### config.mk
export PLATFORM = sky130hd
export DESIGN_NAME = pdseq_top
export DESIGN_NICKNAME = d
export VERILOG_FILES = /design/src/rtl/pdseq_pkg.sv /design/src/rtl/pdseq_sync.sv /design/src/rtl/pdseq_timer.sv /design/src/rtl/pdseq_fsm.sv /design/src/rtl/pdseq_top.sv
export SDC_FILE = /design/constraint.sdc
export NUM_CORES = 1
export LEC_CHECK = 0
export CORE_AREA = 2 2 39 41
export CTS_BUF_LIST = sky130_fd_sc_hd__clkbuf_8
export DETAILED_ROUTE_END_ITERATION = 10
export DIE_AREA = 0 0 41 43
export PLACE_DENSITY = 0.74
export SLEW_MARGIN = 20
export SYNTH_ARGS = -nofsm -noshare
export SYNTH_HDL_FRONTEND = slang
export SYNTH_SLANG_ARGS = --single-unit
### constraint.sdc
create_clock -name clk -period 2.4 [get_ports clk]
set_clock_uncertainty 0.2 [all_clocks]
set_input_delay 0.6 -clock clk [delete_from_list [all_inputs] [get_ports clk]]
set_output_delay 0.6 -clock clk [all_outputs]
set_load 0.005 [all_outputs]
### src/rtl/pdseq_pkg.sv
package pdseq_pkg;

    typedef enum logic [2:0] {
        PS_RUN       = 3'd0,
        PS_ARMED     = 3'd1,
        PS_PWRDN     = 3'd2,
        PS_WAIT_RC   = 3'd3,
        PS_WAIT_OSC  = 3'd4,
        PS_HOLD_RST  = 3'd5,
        PS_HOLD_EXIT = 3'd6
    } pd_state_e;

    typedef struct packed {
        logic int_reset;
        logic port_float;
        logic clk_stop;
    } pd_ctrl_t;

    function automatic logic is_exit_state(pd_state_e s);
        return (s == PS_WAIT_RC) || (s == PS_WAIT_OSC) || (s == PS_HOLD_EXIT);
    endfunction

    function automatic logic is_hold_state(pd_state_e s);
        return (s == PS_HOLD_RST) || (s == PS_HOLD_EXIT);
    endfunction

    function automatic pd_ctrl_t decode_ctrl(pd_state_e s);
        pd_ctrl_t c;
        c.int_reset  = (s != PS_RUN);
        c.port_float = (s == PS_PWRDN) || is_exit_state(s);
        c.clk_stop   = (s == PS_PWRDN);
        return c;
    endfunction

endpackage

### src/rtl/pdseq_sync.sv
module pdseq_sync #(
    parameter int STAGES = 2
) (
    input  logic clk,
    input  logic rst,
    input  logic din,
    output logic dout
);
    logic [STAGES-1:0] chain_q;

    always_ff @(posedge clk) begin
        if (rst) chain_q <= '1;
        else     chain_q <= {chain_q[STAGES-2:0], din};
    end

    assign dout = chain_q[STAGES-1];
endmodule

### src/rtl/pdseq_timer.sv
module pdseq_timer #(
    parameter int HOLD_CYCLES = 24
) (
    input  logic clk,
    input  logic rst,
    input  logic run,
    output logic done
);
    localparam int CW = $clog2(HOLD_CYCLES + 1);
    localparam logic [CW-1:0] LAST = CW'(HOLD_CYCLES - 1);

    logic [CW-1:0] cnt_q;

    assign done = run && (cnt_q == LAST);

    always_ff @(posedge clk) begin
        if (rst || !run || done) cnt_q <= '0;
        else                     cnt_q <= cnt_q + CW'(1);
    end

    a_r7_count_bound: assert property (@(posedge clk) disable iff (rst)
        cnt_q <= LAST);

    a_r4_idle_cleared: assert property (@(posedge clk) disable iff (rst)
        !$past(run) |-> (cnt_q == '0));
endmodule

### src/rtl/pdseq_fsm.sv
module pdseq_fsm
    import pdseq_pkg::*;
#(
    parameter int ENTER_SAMPLES = 2
) (
    input  logic     clk,
    input  logic     rst,
    input  logic     tick,
    input  logic     pin_low,
    input  logic     rc_ready,
    input  logic     osc_ready,
    input  logic     hold_done,
    output logic     hold_run,
    output pd_ctrl_t ctrl
);
    localparam int LW = $clog2(ENTER_SAMPLES + 1);
    localparam logic [LW-1:0] ENTER_N = LW'(ENTER_SAMPLES);

    pd_state_e     st_q, st_d;
    logic [LW-1:0] low_q, low_d;
    logic          low_tick, high_tick;

    assign low_tick  = tick &  pin_low;
    assign high_tick = tick & ~pin_low;

    always_comb begin
        st_d  = st_q;
        low_d = low_q;
        case (st_q)
            PS_RUN, PS_HOLD_RST: begin
                if (low_tick) begin
                    low_d = LW'(1);
                    st_d  = (LW'(1) >= ENTER_N) ? PS_PWRDN : PS_ARMED;
                end else if (st_q == PS_HOLD_RST && hold_done) begin
                    st_d = PS_RUN;
                end
            end
            PS_ARMED: begin
                if (low_tick) begin
                    low_d = low_q + LW'(1);
                    if (low_q + LW'(1) >= ENTER_N) st_d = PS_PWRDN;
                end else if (high_tick) begin
                    st_d = PS_HOLD_RST;
                end
            end
            PS_PWRDN: begin
                if (high_tick) st_d = PS_WAIT_RC;
            end
            PS_WAIT_RC: begin
                if (low_tick)      st_d = PS_PWRDN;
                else if (rc_ready) st_d = PS_WAIT_OSC;
            end
            PS_WAIT_OSC: begin
                if (low_tick)       st_d = PS_PWRDN;
                else if (osc_ready) st_d = PS_HOLD_EXIT;
            end
            PS_HOLD_EXIT: begin
                if (low_tick)       st_d = PS_PWRDN;
                else if (hold_done) st_d = PS_RUN;
            end
            default: st_d = PS_RUN;
        endcase
    end

    always_ff @(posedge clk) begin
        if (rst) begin
            st_q  <= PS_RUN;
            low_q <= '0;
        end else begin
            st_q  <= st_d;
            low_q <= low_d;
        end
    end

    assign hold_run = is_hold_state(st_q);
    assign ctrl     = decode_ctrl(st_q);

    // the clock is never stopped while the ports are driven
    a_r5_stop_needs_float: assert property (@(posedge clk) disable iff (rst)
        ctrl.clk_stop |-> ctrl.port_float);

    // floated ports always come with reset held
    a_r7_float_needs_reset: assert property (@(posedge clk) disable iff (rst)
        ctrl.port_float |-> ctrl.int_reset);

    // float and reset are released in one cycle
    a_r7_release_together: assert property (@(posedge clk) disable iff (rst)
        $fell(ctrl.port_float) |-> $fell(ctrl.int_reset));

    // power-down is entered only from a pending sample or an exit state
    a_r5_entry_source: assert property (@(posedge clk) disable iff (rst)
        $rose(ctrl.clk_stop) |-> ($past(st_q) == PS_ARMED || is_exit_state($past(st_q))));

    // the oscillator wait is reached only with the RC reference seen ready
    a_r6_rc_before_osc: assert property (@(posedge clk) disable iff (rst)
        (st_q == PS_WAIT_OSC && $past(st_q) == PS_WAIT_RC) |-> $past(rc_ready));

    // the short-pulse path never floats the ports
    a_r4_short_no_float: assert property (@(posedge clk) disable iff (rst)
        (st_q == PS_HOLD_RST || st_q == PS_ARMED) |-> !ctrl.port_float);
endmodule

### src/rtl/pdseq_top.sv
module pdseq_top
    import pdseq_pkg::*;
#(
    parameter int SYNC_STAGES   = 2,
    parameter int ENTER_SAMPLES = 2,
    parameter int HOLD_CYCLES   = 24
) (
    input  logic clk,
    input  logic rst,
    input  logic pd_req_n,
    input  logic mc_tick,
    input  logic rc_ready,
    input  logic osc_ready,
    output logic int_reset,
    output logic port_float,
    output logic clk_stop
);
    logic     pin_sync;
    logic     hold_run;
    logic     hold_done;
    pd_ctrl_t ctrl;

    pdseq_sync #(.STAGES(SYNC_STAGES)) u_sync (
        .clk  (clk),
        .rst  (rst),
        .din  (pd_req_n),
        .dout (pin_sync)
    );

    pdseq_timer #(.HOLD_CYCLES(HOLD_CYCLES)) u_timer (
        .clk  (clk),
        .rst  (rst),
        .run  (hold_run),
        .done (hold_done)
    );

    pdseq_fsm #(.ENTER_SAMPLES(ENTER_SAMPLES)) u_fsm (
        .clk       (clk),
        .rst       (rst),
        .tick      (mc_tick),
        .pin_low   (~pin_sync),
        .rc_ready  (rc_ready),
        .osc_ready (osc_ready),
        .hold_done (hold_done),
        .hold_run  (hold_run),
        .ctrl      (ctrl)
    );

    assign int_reset  = ctrl.int_reset;
    assign port_float = ctrl.port_float;
    assign clk_stop   = ctrl.clk_stop;
endmodule

### Yosys cells after proc, flatten, opt, wreduce, memory -nomap -nowiden

Index checks and enable logic that the tools add are counted.

| operators by class | value |
|---|---|
| $add $sub $neg | 2 |
| bitwise gates (word level) | 3 |
| magnitude comparators | 1 |
| mux-type cells | 16 |
| equality and inequality tests | 16 |
| reductions and logical operators | 15 |

Operators by type and width:

| operator | count |
|---|---|
| 2-to-1 mux 3 bit | 12 |
| one-hot mux 3 bit (6 select lines) | 1 |
| == test 3 bit (second input constant) | 3 |
| inequality test 3 x 1 -> 1 bit (second input constant) | 3 |
| AND reduction 7 bit | 1 |
| == test 3 x 2 -> 1 bit (second input constant) | 2 |
| logical OR 1 bit | 6 |
| inequality test 2 x 1 -> 1 bit (second input constant) | 3 |
| inequality test 3 x 2 -> 1 bit (second input constant) | 2 |
| adder 5 x 1 -> 5 bit (second input constant) | 1 |
| == test 5 bit (second input constant) | 1 |
| 2-to-1 mux 2 bit | 2 |
| one-hot mux 2 bit (2 select lines) | 1 |
| == test 3 x 1 -> 1 bit (second input constant) | 1 |
| zero test 3 bit | 1 |
| inequality test 3 bit (second input constant) | 1 |
| AND reduction 3 bit | 1 |
| nonzero test 3 bit | 1 |
| adder 2 x 1 -> 2 bit (second input constant) | 1 |
| AND 1 bit | 2 |
| >= comparator 2 bit (second input constant) | 1 |
| logical AND 1 bit | 2 |
| nonzero test 2 bit | 1 |
| OR reduction 2 bit | 1 |
| other kinds (2) | 2 |

| storage, ports and cells | value |
|---|---|
| output and inout bits | 3 |
| logic and storage cells | 57 |
| input bits | 6 |
| flip-flop bits (word level) | 12 |

### Logic depth before layout (Yosys ltp)

| logic depth | value |
|---|---|
| word-level depth | 7 |
| depth in mapped cells | 6 |
| gate-level depth less buffers | 6 |

### Hierarchy

Synthesis repeated with hierarchy kept, for this count alone.

| unflattened totals | value |
|---|---|
| cells, all modules | 83 |
| area total of the unflattened synthesis | 737.0 µm² |

By module, submodules not included:

| module | instances | seq. area each (µm²) | area each (µm²) | cells an instance |
|---|---|---|---|---|
| pdseq_fsm | 1 | 100.1 | 470.5 | 56 |
| pdseq_timer | 1 | 100.1 | 210.2 | 22 |
| pdseq_sync | 1 | 40.0 | 52.6 | 4 |
| pdseq_top | 1 | 0.0 | 3.8 | 1 |

### Least setup slack after synthesis

Ideal clock, no wire load.

| timing | value |
|---|---|
| path kind | register -> register |
| start point | register u_timer.cnt_q[0] |
| end point | register u_fsm.st_q[0] |
| arrival time | 1.305 ns |
| buffers on the path | 0 |
| setup slack | 0.760 ns |
| data required time | 2.065 ns |
| period minus slack after synthesis | 1.640 ns |
| cell stages (with the launch flop) | 6 |
| library setup time | 0.135 ns |
| cells stage by stage | dfxtp_1 -> ha_1 -> and4b_4 -> nand2b_4 -> a2111oi_0 -> a311oi_1 |

| on the way | value |
|---|---|
| cells in the longest elaborated chain, start to end | 5 |
| elaborated cells on any way between the ends | 6 |
| classes of those cells | eq/ne (3); reduce/logical (3) |

Ends and longest elaborated chain:

| element | RTL line | RTL |
|---|---|---|
| start: declaration | pdseq_timer.sv:12 | `logic [CW-1:0] cnt_q;` |
| start signal: assignment | pdseq_timer.sv:18 | `else cnt_q <= cnt_q + CW'(1);` |
| == test 5 bit * | pdseq_timer.sv:14 | `assign done = run && (cnt_q == LAST);` |
| logical AND 1 bit * | pdseq_timer.sv:14 |  |
| logical AND 1 bit | pdseq_fsm.sv:34 | `end else if (st_q == PS_HOLD_RST && hold_done) begin` |
| inequality test 3 x 1 -> 1 bit (no line) | - |  |
| AND reduction 7 bit (no line) * | - |  |
| end signal: assignment | pdseq_fsm.sv:70 | `st_q <= st_d;` |
| end: declaration | pdseq_fsm.sv:19 | `pd_state_e st_q, st_d;` |

Every way passes the cells marked *; elsewhere a longest branch is shown, timed or not.
A chain may end at the register's enable or synchronous reset.

### Worst setup path in the final report

| timing | value |
|---|---|
| start point | register u_fsm.st_q[2] |
| end point | output port_float |

| on the way | value |
|---|---|
| cells in the longest elaborated chain, start to end | 4 |
| elaborated cells on any way between the ends | 7 |
| classes of those cells | eq/ne (4); reduce/logical (3) |

Ends and longest elaborated chain:

| element | RTL line | RTL |
|---|---|---|
| == test 3 x 2 -> 1 bit / == test 3 bit (equally long branches) | pdseq_pkg.sv:20 | `return (s == PS_WAIT_RC) \|\| (s == PS_WAIT_OSC) \|\| (s == PS_HOLD_EXIT);` |
| logical OR 1 bit (2 in a row) | pdseq_pkg.sv:20 |  |
| logical OR 1 bit * | pdseq_pkg.sv:30 | `c.port_float = (s == PS_PWRDN) \|\| is_exit_state(s);` |
| end: declaration | pdseq_top.sv:15 | `output logic port_float,` |

Marked as above.

==> results.cfg <==
[status]
outcome = complete, no violations

[sta]
period_share_pct = 93.4
tightestPinTransition_ns = 0.417
fmaxAchievable_mhz = 446
min_period_ns = 2.24
setup_viol_count_final = 0
slew_headroom_pct = 71.5
finalMaxSlewViolations = 0
hold_viol = 0
grt_setup_unrepaired = false
fin_tns_setup_ns = 0

[cts]
cts_buffers = 3
cts_root_buffer = clkbuf_8
cts_setup_buffers = 0
clockBufferDepth = 2
htree_num_levels = 1
cts_sinks = 12
clkTransAtPathRegs_ns = 0.05
post_cts_resized = 1
cts_tree = built
holdBufCountCts = 0
insertion_delay_ns = 0.24

[grt]
track_usage_pct = 19.9
overflow = 0
grt_start_max_net_pins = 12
antenna_found_initial = 0
grt_pass1_vias = 557
grt_first_pass_wirelength_um = 2320

[floorplanning]
die_area_mm2 = 0.00176
initial_core_util_pct = 48.6
core-area_mm2 = 0.00138
pin_count = 9
die_w_um = 41
die_h_um = 43
rows = 14

[synth]
synth_seq_cells = 12
synthTopCellsByArea = dfxtp_1, nor2_1, o21ai_0
synth.cell_area_um2 = 673
synth_sequential_area_ratio_pct = 35.7
ys.warnings.count = 0
synthArstFlopShare_pct = 0
yosysUniqueCellTypes = 32
synth_edf_count = 0
syn-mean-instance-area_um2 = 8.41
synth_ff_type = dfxtp_1
syn-num-nets = 87
synth_top_area_share_pct = 35.7
synth_cells = 80
yosys.area.top_type = dfxtp_1

[drt]
drc = 0
drtIter0Drc = 25
post_drt_wl_per_cell_um = 12.7
drt-pass1-iter-count = 4
antenna_left = 0
vias_per_cell = 5.60
vias = 599
wirelength_um = 1360

[setup_path]
crit_end = port_float
startpoint_type = register
worstPathArrival_ns = 1.44
rrSetupSlack_ns = 0.61
r2r_start = u_timer.cnt_q[0]
critPathLaunch = u_fsm.st_q[2]
r2r_end = u_fsm.st_q[0]
cp-end-kind = output pin
reg2reg_depth = 5
cp.required_ns = 1.60
path_max_fanout = 11
path_class = reg2out

[placement]
numPortBuffers = 8
hpwl_um = 983
place.gp.congestion = 0.823
dp_cells = 103

[finish]
fin_nets = 99
final_cells = 107
layout_common_cells = nor2_1, dfxtp_1, clkdlybuf4s50_1
fillCellCount = 123
num_antenna_cells = 0
flow.area_growth_from_synthesis_pct = 23.0
drive_gt1_share_pct = 16.5

[power_and_ir_drop]
power.density_mw_per_mm2 = 774
power.leakage_nw = 0.290
irDropWorstVdd_mv = 0.543

[hold_path]
hold_class = reg2reg

[flow_run]
max_cap_violations = 0
-- worst max-delay path, stage by stage (launching register included) --
cell and delay [ns]:
dfxtp_2 0.45, nand2b_1 0.12, o21ai_0 0.10, clkdlybuf4s50_1 0.53
-- layer usage --
layer | global-route usage, % | part of all wire, % | up-vias
met2 | 31.3 | 49 | 26
li1 | - | - | 302
met1 | 21.6 | 43 | 267
met4 | 7.33 | 1.4 | 0
met3 | 10.5 | 6.9 | 4
met5 | 0 | 0 | -
-- final cells by class --
| type | instances | area [µm²] | area share, % |
|---|---|---|---|
| multi-input combinational | 62 | 404 | 48.8 |
| sequential | 12 | 243 | 29.3 |
| timing repair buffer | 10 | 95.1 | 11.5 |
| clock buffer | 4 | 55.1 | 6.65 |
| tap | 16 | 20.0 | 2.42 |
| inverter | 3 | 11.3 | 1.36 |
-- how the worst min path moves through the flow --
stage	startpoint	slack (ns)	depth (start not counted)	end
after floorplan	u_sync.chain_q[0]	0.19	1	u_sync.chain_q[1]
after global placement	u_sync.chain_q[0]	0.20	1	u_sync.chain_q[1]
after detailed placement	u_sync.chain_q[0]	0.19	1	u_sync.chain_q[1]
after CTS	u_sync.chain_q[0]	0.21	1	u_sync.chain_q[1]
after global routing	u_sync.chain_q[0]	0.22	1	u_sync.chain_q[1]
final	u_sync.chain_q[0]	0.21	1	u_sync.chain_q[1]
-- cells by family (layout without fill, tap and decap cells) --
group,count (synthesis),in the layout,synth area share [%]
adder cells (fa/ha/maj),1,1,1.86
XOR/XNOR,6,6,7.81
multiplexers,1,1,1.49
buffers and inverters,6,17,4.28
flip-flops,12,12,35.7
AO/OA/AOI/OAI,21,21,19.9
AND/OR/NAND/NOR,33,33,29.0
-- state kept, by name, summed over array words and instances (netlist names) --
name / flops
u_timer.cnt_q: 5
u_sync.chain_q: 2
u_fsm.low_q: 2
u_fsm.st_q: 3
-- power breakdown --
part / internal (mW) / total, mW / leakage (nW) / switching [mW]
clock network: 0.145 / 0.219 / 0.0288 / 0.0738
logic: 0.0944 / 0.180 / 0.163 / 0.0854
registers: 0.214 / 0.243 / 0.0983 / 0.0287
-- cells in the mapped netlist, types with 2 or more instances --
library cell / instances
or2_2: 2
nand2b_1: 2
a211oi_1: 2
a21oi_1: 4
a311oi_1: 2
o21ai_0: 6
nand3_1: 4
nor2_1: 10
buf_2: 2
inv_1: 3
nand2_1: 7
xor2_1: 3
dfxtp_1: 12
xnor2_1: 3
-- stage by stage --
step	cell area, µm²	total power [mW]	hold slack [ns]	utilization, %	worst slack, ns
floorplan	673	0.358	0.189	-	0.760
global placement	771	0.418	0.197	55.7	0.251
detailed placement	771	0.421	0.194	55.7	0.181
CTS	827	0.646	0.210	59.8	0.0843
global route	828	0.683	0.224	59.9	0.0698
finish	828	0.641	0.207	59.9	0.158
Power figures use the tool's default switching activity.
